$ cat src/rtl/hint_rec_pkg.sv
package hint_rec_pkg;

  typedef enum logic [1:0] {
    MODE_CYCLE      = 2'd0,
    MODE_SNOOP      = 2'd1,
    MODE_DOWN       = 2'd2,
    MODE_DOWN_CYCLE = 2'd3
  } trig_mode_e;

  typedef struct packed {
    logic capture;   // close interval and latch a record
    logic clearCnt;  // clear all trigger counters
  } hint_strobe_t;

endpackage

$ cat src/rtl/hint_rec_ctrl.sv
module hint_rec_ctrl
  import hint_rec_pkg::*;
#(
  parameter int LIMIT_W = 16
) (
  input  logic               clk,
  input  logic               rst_n,
  input  logic [1:0]         trigMode,
  input  logic [LIMIT_W-1:0] cycleLimit,
  input  logic [LIMIT_W-1:0] snoopLimit,
  input  logic [LIMIT_W-1:0] downLimit,
  input  logic               snoopPulse,
  input  logic               downPulse,
  input  logic               barrierReqIn,
  output logic               barrierReqOut,
  output hint_strobe_t       strobe
);

  localparam int EXT_W = LIMIT_W + 1;

  trig_mode_e modeSel;
  assign modeSel = trig_mode_e'(trigMode);

  logic [LIMIT_W-1:0] cycCnt, snCnt, dnCnt;
  logic cycOn, snoopOn, downOn;
  logic cycReach, snReach, barrierHit, closeNow, localDown;

  always_comb begin
    cycOn   = (modeSel == MODE_CYCLE) || (modeSel == MODE_DOWN_CYCLE);
    snoopOn = (modeSel == MODE_SNOOP);
    downOn  = (modeSel == MODE_DOWN) || (modeSel == MODE_DOWN_CYCLE);
  end

  // Closing conditions
  always_comb begin
    cycReach   = cycOn && ((EXT_W'(cycCnt) + EXT_W'(1)) >= EXT_W'(cycleLimit));
    snReach    = snoopOn && snoopPulse && (snCnt >= snoopLimit);
    // Own pending request is always honoured; remote only in downgrade modes.
    barrierHit = barrierReqOut || (downOn && barrierReqIn);
    closeNow   = cycReach || snReach || barrierHit;
    // A local trigger is dropped when this cycle already closes the interval.
    localDown  = downOn && downPulse && (dnCnt >= downLimit) && !closeNow;
  end

  always_comb begin
    strobe.capture  = closeNow;
    strobe.clearCnt = closeNow;
  end

  always_ff @(posedge clk) begin
    if (!rst_n) begin
      cycCnt        <= '0;
      snCnt         <= '0;
      dnCnt         <= '0;
      barrierReqOut <= 1'b0;
    end else if (strobe.clearCnt) begin
      cycCnt        <= '0;
      snCnt         <= '0;
      dnCnt         <= '0;
      barrierReqOut <= 1'b0;
    end else begin
      barrierReqOut <= localDown;
      if (cycOn) cycCnt <= cycCnt + 1'b1;
      if (snoopOn && snoopPulse) snCnt <= snCnt + 1'b1;
      if (localDown) dnCnt <= '0;
      else if (downOn && downPulse) dnCnt <= dnCnt + 1'b1;
    end
  end

  // a barrier request lasts exactly one cycle
  a_r4_req_one_cycle: assert property (@(posedge clk) disable iff (!rst_n)
    barrierReqOut |=> !barrierReqOut);

  // a remote request never leads to a local request on the next edge
  a_r10_no_double: assert property (@(posedge clk) disable iff (!rst_n)
    barrierReqIn |=> !barrierReqOut);

  // no request is raised out of the non-downgrade modes
  a_r3_no_req_local_modes: assert property (@(posedge clk) disable iff (!rst_n)
    (trigMode[1] == 1'b0) |=> !barrierReqOut);

endmodule

$ cat src/rtl/hint_rec_datapath.sv
module hint_rec_datapath
  import hint_rec_pkg::*;
#(
  parameter int CNT_W = 32,
  parameter int OCC_W = 6
) (
  input  logic             clk,
  input  logic             rst_n,
  input  hint_strobe_t     strobe,
  input  logic [CNT_W-1:0] commitCount,
  input  logic [OCC_W-1:0] sbOccupancy,
  output logic             hintValid,
  output logic [CNT_W-1:0] hintCommit,
  output logic [OCC_W-1:0] hintPending
);

  always_ff @(posedge clk) begin
    if (!rst_n) begin
      hintValid   <= 1'b0;
      hintCommit  <= '0;
      hintPending <= '0;
    end else begin
      hintValid <= strobe.capture;
      if (strobe.capture) begin
        hintCommit  <= commitCount;
        hintPending <= sbOccupancy;
      end
    end
  end

  // record carries the commit count of the closing cycle
  a_r7_commit_snapshot: assert property (@(posedge clk) disable iff (!rst_n)
    hintValid |-> (hintCommit == $past(commitCount)));

  // record carries the occupancy of the closing cycle, full width
  a_r8_occ_snapshot: assert property (@(posedge clk) disable iff (!rst_n)
    hintValid |-> (hintPending == $past(sbOccupancy)));

endmodule

$ cat src/rtl/hint_recorder.sv
module hint_recorder
  import hint_rec_pkg::*;
#(
  parameter int LIMIT_W  = 16,
  parameter int CNT_W    = 32,
  parameter int SB_DEPTH = 32,
  parameter int OCC_W    = $clog2(SB_DEPTH + 1)
) (
  input  logic               clk,
  input  logic               rst_n,
  input  logic [1:0]         trigMode,
  input  logic [LIMIT_W-1:0] cycleLimit,
  input  logic [LIMIT_W-1:0] snoopLimit,
  input  logic [LIMIT_W-1:0] downLimit,
  input  logic [CNT_W-1:0]   commitCount,
  input  logic [OCC_W-1:0]   sbOccupancy,
  input  logic               snoopPulse,
  input  logic               downPulse,
  input  logic               barrierReqIn,
  output logic               barrierReqOut,
  output logic               hintValid,
  output logic [CNT_W-1:0]   hintCommit,
  output logic [OCC_W-1:0]   hintPending
);

  hint_strobe_t strobe;

  hint_rec_ctrl #(.LIMIT_W(LIMIT_W)) i_ctrl (
    .clk(clk), .rst_n(rst_n), .trigMode(trigMode),
    .cycleLimit(cycleLimit), .snoopLimit(snoopLimit), .downLimit(downLimit),
    .snoopPulse(snoopPulse), .downPulse(downPulse),
    .barrierReqIn(barrierReqIn), .barrierReqOut(barrierReqOut),
    .strobe(strobe)
  );

  hint_rec_datapath #(.CNT_W(CNT_W), .OCC_W(OCC_W)) i_dp (
    .clk(clk), .rst_n(rst_n), .strobe(strobe),
    .commitCount(commitCount), .sbOccupancy(sbOccupancy),
    .hintValid(hintValid), .hintCommit(hintCommit), .hintPending(hintPending)
  );

  // own barrier request is always followed by a record
  a_r4_req_then_hint: assert property (@(posedge clk) disable iff (!rst_n)
    barrierReqOut |=> hintValid);

endmodule

$ cat config.mk
export PLATFORM = sky130hd
export DESIGN_NAME = hint_recorder
export DESIGN_NICKNAME = d
export VERILOG_FILES = /design/src/rtl/hint_rec_pkg.sv /design/src/rtl/hint_rec_ctrl.sv /design/src/rtl/hint_rec_datapath.sv /design/src/rtl/hint_recorder.sv
export SDC_FILE = /design/constraint.sdc
export NUM_CORES = 1
export LEC_CHECK = 0
export BUFFER_PORTS_ARGS = -buffer_cell sky130_fd_sc_hd__buf_2
export CAP_MARGIN = 20
export CORE_MARGIN = 5
export CORE_UTILIZATION = 41
export DETAILED_ROUTE_END_ITERATION = 8
export PLACE_DENSITY = 0.78
export SYNTH_ARGS = -nofsm -noshare
export SYNTH_HDL_FRONTEND = slang
export SYNTH_SLANG_ARGS = --single-unit
$ cat constraint.sdc
create_clock -name clk -period 3.3 [get_ports clk]
set_clock_uncertainty 0.15 [all_clocks]
set_input_delay 0.33 -clock clk [delete_from_list [all_inputs] [get_ports clk]]
set_output_delay 0.33 -clock clk [all_outputs]
set_load 0.02 [all_outputs]
Word level (Yosys, flattened, before mapping)

Index checks and enable logic that the tools add are counted.

Add/sub/neg operators: 4
$lt $le $gt $ge: 3
Equality and inequality tests: 3
Bitwise logic cells: 1
Reductions and logical operators: 16

Operators with widths:

| kind                    | number |
|---|---|
| $add A16 B1 Y16 const B | 3 |
| $ge A16 B16 Y1          | 2 |
| $add A16 B1 Y17 const B | 1 |
| $ge A17 B16 Y1          | 1 |
| $logic_and A1 B1 Y1     | 7 |
| $logic_or A1 B1 Y1      | 5 |
| $eq A2 B2 Y1 const B    | 2 |
| $reduce_or A3 Y1        | 1 |
| $eq A2 B1 Y1 const B    | 1 |
| $logic_not A2 Y1        | 1 |
| $reduce_or A2 Y1        | 1 |
| $logic_not A1 Y1        | 1 |
| $not A1 Y1              | 1 |

Register bits after elaboration: 88
Input port bits: 93
Output and inout bits: 40
Word-level logic and storage cells: 34

Longest topological paths before layout

Depth after elaboration: 8
Gate-level depth with buffers: 16
Mapped depth without buffers: 12

Modules after synthesis

From an unflattened synthesis, not the netlist that was laid out.

Cells, all modules: 574
Area, all modules: 5200.0 sq um

Modules (own cells, without submodules):

| module            | instances | cells an instance | area an instance (sq um) | sequential area each (sq um) |
|---|---|---|---|---|
| hint_rec_ctrl     | 1         | 449               | 3721.1                   | 980.9 |
| hint_rec_datapath | 1         | 125               | 1478.9                   | 780.7 |

Least setup slack after synthesis

Ideal clock, no wire load.

Kind: flip-flop to flip-flop
Start: register i_ctrl.cycCnt[0]
End: register i_ctrl.snCnt[10]
Arrival: 3.442 ns
Setup slack: -0.419 ns
Stages on the path, launching flop included: 15
Period minus slack after synthesis: 3.719 ns
Cells stage by stage: dfxtp_1 > ha_1 > and3_1 > buf_2 > nand4_1 > o21a_1 > or2_2 > ha_1 > nand4_1 > or2_2 > o32ai_2 > nor4_4 > o2111ai_1 > clkbuf_1 > nor2_1

Word-level cells in the longest chain between the ends: 6

Ends and longest elaborated chain:

| element                           | RTL line            | RTL |
|---|---|---|
| start, declared                   | hint_rec_ctrl.sv:24 | `logic [LIMIT_W-1:0] cycCnt, snCnt, dnCnt;` |
| start signal, assigned            | hint_rec_ctrl.sv:63 | `if (cycOn) cycCnt <= cycCnt + 1'b1;` |
| $add A16 B1 Y17                   | hint_rec_ctrl.sv:36 | `cycReach = cycOn && ((EXT_W'(cycCnt) + EXT_W'(1)) >= EXT_W'(cycleLimit));` |
| $ge A17 B16 Y1                    | hint_rec_ctrl.sv:36 |  |
| $logic_and A1 B1 Y1               | hint_rec_ctrl.sv:36 |  |
| $logic_or A1 B1 Y1 (2 in series)  | hint_rec_ctrl.sv:40 | `closeNow = cycReach \|\| snReach \|\| barrierHit;` |
| $reduce_or A2 Y1 (no source line) | n/a                 |  |
| end signal, assigned              | hint_rec_ctrl.sv:64 | `if (snoopOn && snoopPulse) snCnt <= snCnt + 1'b1;` |
| end, declared                     | hint_rec_ctrl.sv:24 |  |

Every way passes these cells.
A chain may end at the register's enable or synchronous reset.

Worst setup path in the final report

Start: register i_ctrl.cycCnt[0]
End: register i_dp.hintCommit[27]

Word-level cells in the longest chain between the ends: 5

Ends and longest elaborated chain:

| element                          | RTL line                | RTL |
|---|---|---|
| $add A16 B1 Y17                  | hint_rec_ctrl.sv:36     |  |
| $ge A17 B16 Y1                   | hint_rec_ctrl.sv:36     |  |
| $logic_and A1 B1 Y1              | hint_rec_ctrl.sv:36     |  |
| $logic_or A1 B1 Y1 (2 in series) | hint_rec_ctrl.sv:40     |  |
| end signal, assigned             | hint_rec_datapath.sv:25 | `hintCommit <= commitCount;` |
| end, declared                    | hint_rec_datapath.sv:13 | `output logic [CNT_W-1:0] hintCommit,` |

Every way passes these cells.

==> run summary <==
For the worst setup path, the data arrival time is 3.41 ns. During I/O placement, the number of pins put on the boundary was 133. The run gives 0 as the remaining global-route overflow. The run gives 0.438 as the share of total power in sequential cells. For the maximum number of pins on one net before global-route repair, the log shows 56. The clock root buffer is sky130_fd_sc_hd__clkbuf_16.

From synthesis to final layout, the design area changed by 28.7%. The tools report the residual DRC count as 0. For this block, the via count after detailed routing is 4,725.

The share of layout cells above drive strength 1 is 0.247, and the synthesized area per cell is 8.17 sq um. For the finished layout, the period the worst path requires is 3.33 ns. The start-to-end type of the worst setup path was flop to flop. The row count was 41. The part of the total power dissipated in combinational logic was 0.126; the overall die height was 123 microns. The checks that failed: setup timing. The end of the worst register-to-register path was i_dp.hintCommit[27]$_SDFFE_PN0P_. The worst register-to-register path has a depth of 14. The logs give 0.0793 ns for the worst hold slack across all endpoints and 88 for the clock net sink count. The run finished, with violations left. The number of buffers on the longest clock path was 2; the summed area of non-filler cells in the final layout was 0.00675 sq mm.

In this run the power spent charging and discharging nets is 614 uW. The top cell type's share of synthesized area was 0.336; the final net count was 936. The cell family contributing the most delay on the critical path is simple AND/OR/NAND/NOR gates. In this run the standard cell core region covers 0.0126 sq mm. The startpoint identified for the worst register-to-register timing path is i_ctrl.cycCnt[0]$_SDFFE_PP0P_.

Mean routed wirelength per cell: 12.5 microns. Setup violations remaining at the end of the flow were counted as 11. Tracing the worst setup path back leads to its startpoint at i_ctrl.cycCnt[0]$_SDFFE_PP0P_. The commonest non-fill, non-tap cell in the layout is sky130_fd_sc_hd__buf_2. 0 antenna diodes ended up in the layout.

The logs give 2 for the number of antenna violations at the first check in global routing and 4,504 for the via count of the first global-routing pass. The clock network fraction of design power came out at 0.436. From left edge to right edge, the die measures 123 microns.

The logs give 19.8 mm for the first-pass GRT wire length and 42 for the unique cell type count in the Yosys netlist. At the later pin of the worst-skew pair, clock insertion delay measures 0.34 ns. Clock-pin slew was measured on the worst setup and hold paths at 0.07 ns. In this design, the stage delay of the slowest critical-path cell is 0.38 ns.

The number of port buffers works out to 132. The timing-limited maximum frequency was 0.300 GHz. Synthesis produced a netlist whose cell count is 642.

The signal on the critical path passes through ha_4 -> and3_4 -> nand4_1 -> o21a_1 -> or2_4 -> ha_4 -> nand4_1 -> or2_4 -> o32ai_4 -> nor4_4 -> o211a_4 -> buf_6 -> clkbuf_16 -> mux2i_1. The cell area after placement is 0.00623 sq mm. The HPWL after detailed placement is 9.00 mm. Power spread over the standard cell area amounts to 376 mW/mm^2.

The routed via count divided by cell count is 4.89. During synthesis, Yosys emitted a total of 0 warnings. The share of flip-flops with an asynchronous set or reset after synthesis was 0. The number of enable-type register cells in the synthesized netlist is 0, and the number of cells on the critical path is 14. The aggregate global-route resource usage came out at 0.159.

The type of the most critical hold path was input pin to flop. The critical path data required time came out at 3.38 ns. The die covers 0.0152 sq mm. For this run, the detailed router's first-pass iteration total came to 4. The tools report the final hold violation count as 0. sky130_fd_sc_hd__dfxtp_1 takes more of the synthesized area than any other cell. Along the worst path, the maximum fanout reaches 7.

At the end of routability-driven placement, the weighted congestion stood at 0.832. Following the worst setup path forward leads to its endpoint at i_dp.hintCommit[27]$_SDFFE_PN0P_. The number of buffers and inverters on the critical path was 2; the peak supply drop was 0.248 mV. At the pin with the least slew margin, the transition time is 0.577 ns. Type of origin of the critical path: a flop. Summed over all cells, the static leakage comes to 3.40 nW. TritonCTS built the clock tree. The total number of H-tree levels came out at 3. The cell area that synthesis handed to floorplanning was 0.00525 sq mm. The run gives 175 as the DRC marker count from the first detailed-route iteration.

In the layout the commonest cells are 132 x sky130_fd_sc_hd__buf_2, 117 x sky130_fd_sc_hd__nand2_1, 85 x sky130_fd_sc_hd__dfxtp_1, 55 x sky130_fd_sc_hd__inv_1, 52 x sky130_fd_sc_hd__ha_1. Yosys attributes the largest share of cell area to sky130_fd_sc_hd__dfxtp_1 34%, sky130_fd_sc_hd__ha_1 13%, sky130_fd_sc_hd__nand2_1 8.4%. The tools report the sequential element share of the synthesized area as 0.336. The tools report the kind of capture point of the worst setup path as a flop. The post-route fraction of the period consumed by the critical path works out to 1.01.

The tools report the initial core utilization as 0.417. The switching fraction of total power was 0.242; the net count after synthesis was 789. The worst slack at placement is -0.0472 ns, and the max-slew violation count is 0.

After detailed routing, the total wire length is 12.1 mm. For this run, the leading register cell type out of synthesis is sky130_fd_sc_hd__dfxtp_1. The post-detailed-route count of antenna-violating nets is 0. The slowest stage of the critical path belongs to the cell sky130_fd_sc_hd__dfxtp_4. The TritonCTS buffer count came out at 9. Setup repair after global routing could not meet its margin everywhere. Across the run, the number of max-cap violations was 0.

The worst register-to-register path has a setup slack of -0.03 ns. The internal power summed over all cells was 1.92 mW; the max-slew headroom at the worst pin was 0.613. The register bit count reported by yosys is 88. The final worst-path setup slack is -0.0313 ns.
[Yosys cell counts (all sizes together), types with 8 or more instances]
master  count
a21o        9
a21oi      24
a31oi       8
buf        10
clkbuf     19
dfxtp      88
ha         54
inv        56
mux2i      39
nand2     117
nand3      30
nand4      13
nor2       32
nor2b      10
nor3       26
o21ai      14
xnor2      20
xor2       24
[timing repair]
item,CTS,global route
setup buffers,0,6
gates resized for setup,2,12
cloned,0,4
hold buffers,0,0
pin swaps,0,1
endpoints found under the setup margin,38,88
[flip-flops by register name, summed over array words and instances (netlist names)]
name                  count
i_ctrl.barrierReqOut      1
i_ctrl.cycCnt            16
i_ctrl.dnCnt             16
i_ctrl.snCnt             16
i_dp.hintCommit          32
i_dp.hintPending          6
i_dp.hintValid            1
[kinds of logic (layout without fill, tap and decap cells)]
kind of cell    Yosys count  count (layout)  synth area share
buf+inv                  85             237            0.0673
simple gates            262             262             0.237
mux                      39              39            0.0744
fa+ha+maj                54              54             0.129
xor+xnor                 44              44            0.0735
compound gates           70              70            0.0833
flops                    88              88             0.336
[how the worst min path moves through the flow]
stage | from | endpoint | depth (start not counted)
2_1_floorplan | i_ctrl.snCnt[1]$_SDFFE_PP0P_ | i_ctrl.snCnt[1]$_SDFFE_PP0P_ | 2
6_report | commitCount[0] | i_dp.hintCommit[0]$_SDFFE_PN0P_ | 3
5_1_grt | sbOccupancy[0] | i_dp.hintPending[0]$_SDFFE_PN0P_ | 3
3_5_place_dp | i_dp.hintCommit[25]$_SDFFE_PN0P_ | i_dp.hintCommit[25]$_SDFFE_PN0P_ | 2
4_1_cts | commitCount[6] | i_dp.hintCommit[6]$_SDFFE_PN0P_ | 3
3_3_place_gp | i_dp.hintCommit[10]$_SDFFE_PN0P_ | i_dp.hintCommit[10]$_SDFFE_PN0P_ | 2
[area by class of cell]
type                            instances  area, sq um
Inverter                               56          210
Tap cell                              172          215
Timing Repair Buffer                  165         1010
Multi-Input combinational cell        469         3220
Fill cell                            1156         5820
Sequential cell                        88         1770
Clock buffer                           12          246
Clock inverter                          4         75.1
[per-layer routing]
metal,global-route usage,vias up,wire length (microns)
met3,0.0540,21,964
met1,0.195,2108,5360
met4,0.0609,4,199
met5,0,-,21
li1,-,2469,-
met2,0.258,123,5550
[worst register-to-register path: stages (launching register included)]
cell	delay [ns]
sky130_fd_sc_hd__dfxtp_4	0.38
sky130_fd_sc_hd__ha_4	0.14
sky130_fd_sc_hd__and3_4	0.23
sky130_fd_sc_hd__nand4_1	0.12
sky130_fd_sc_hd__o21a_1	0.20
sky130_fd_sc_hd__or2_4	0.24
sky130_fd_sc_hd__ha_4	0.27
sky130_fd_sc_hd__nand4_1	0.12
sky130_fd_sc_hd__or2_4	0.29
sky130_fd_sc_hd__o32ai_4	0.28
sky130_fd_sc_hd__nor4_4	0.10
sky130_fd_sc_hd__o211a_4	0.31
sky130_fd_sc_hd__buf_6	0.14
sky130_fd_sc_hd__clkbuf_16	0.14
sky130_fd_sc_hd__mux2i_1	0.11
[power groups by stage]
stage,Clock [mW],Sequential (mW),Combinational (mW)
floorplan,0,1.16,0.152
global placement,0,1.13,0.297
CTS,1.13,1.11,0.302
global route,1.18,1.11,0.361
detailed placement,0,1.13,0.302
finish,1.11,1.11,0.321
[through the flow]
step                       util  total power [mW]  std cells  TNS (ns)
after global routing      0.537              2.65        966     -8.44
after global placement    0.495              1.43        939         0
after detailed placement  0.495              1.44        939    -0.775
after CTS                 0.522              2.54        955    -0.401
after floorplan               -              1.32        642     -3.30
final                     0.537              2.54        966    -0.173
No activity file was read; power rests on OpenSTA's default activity.
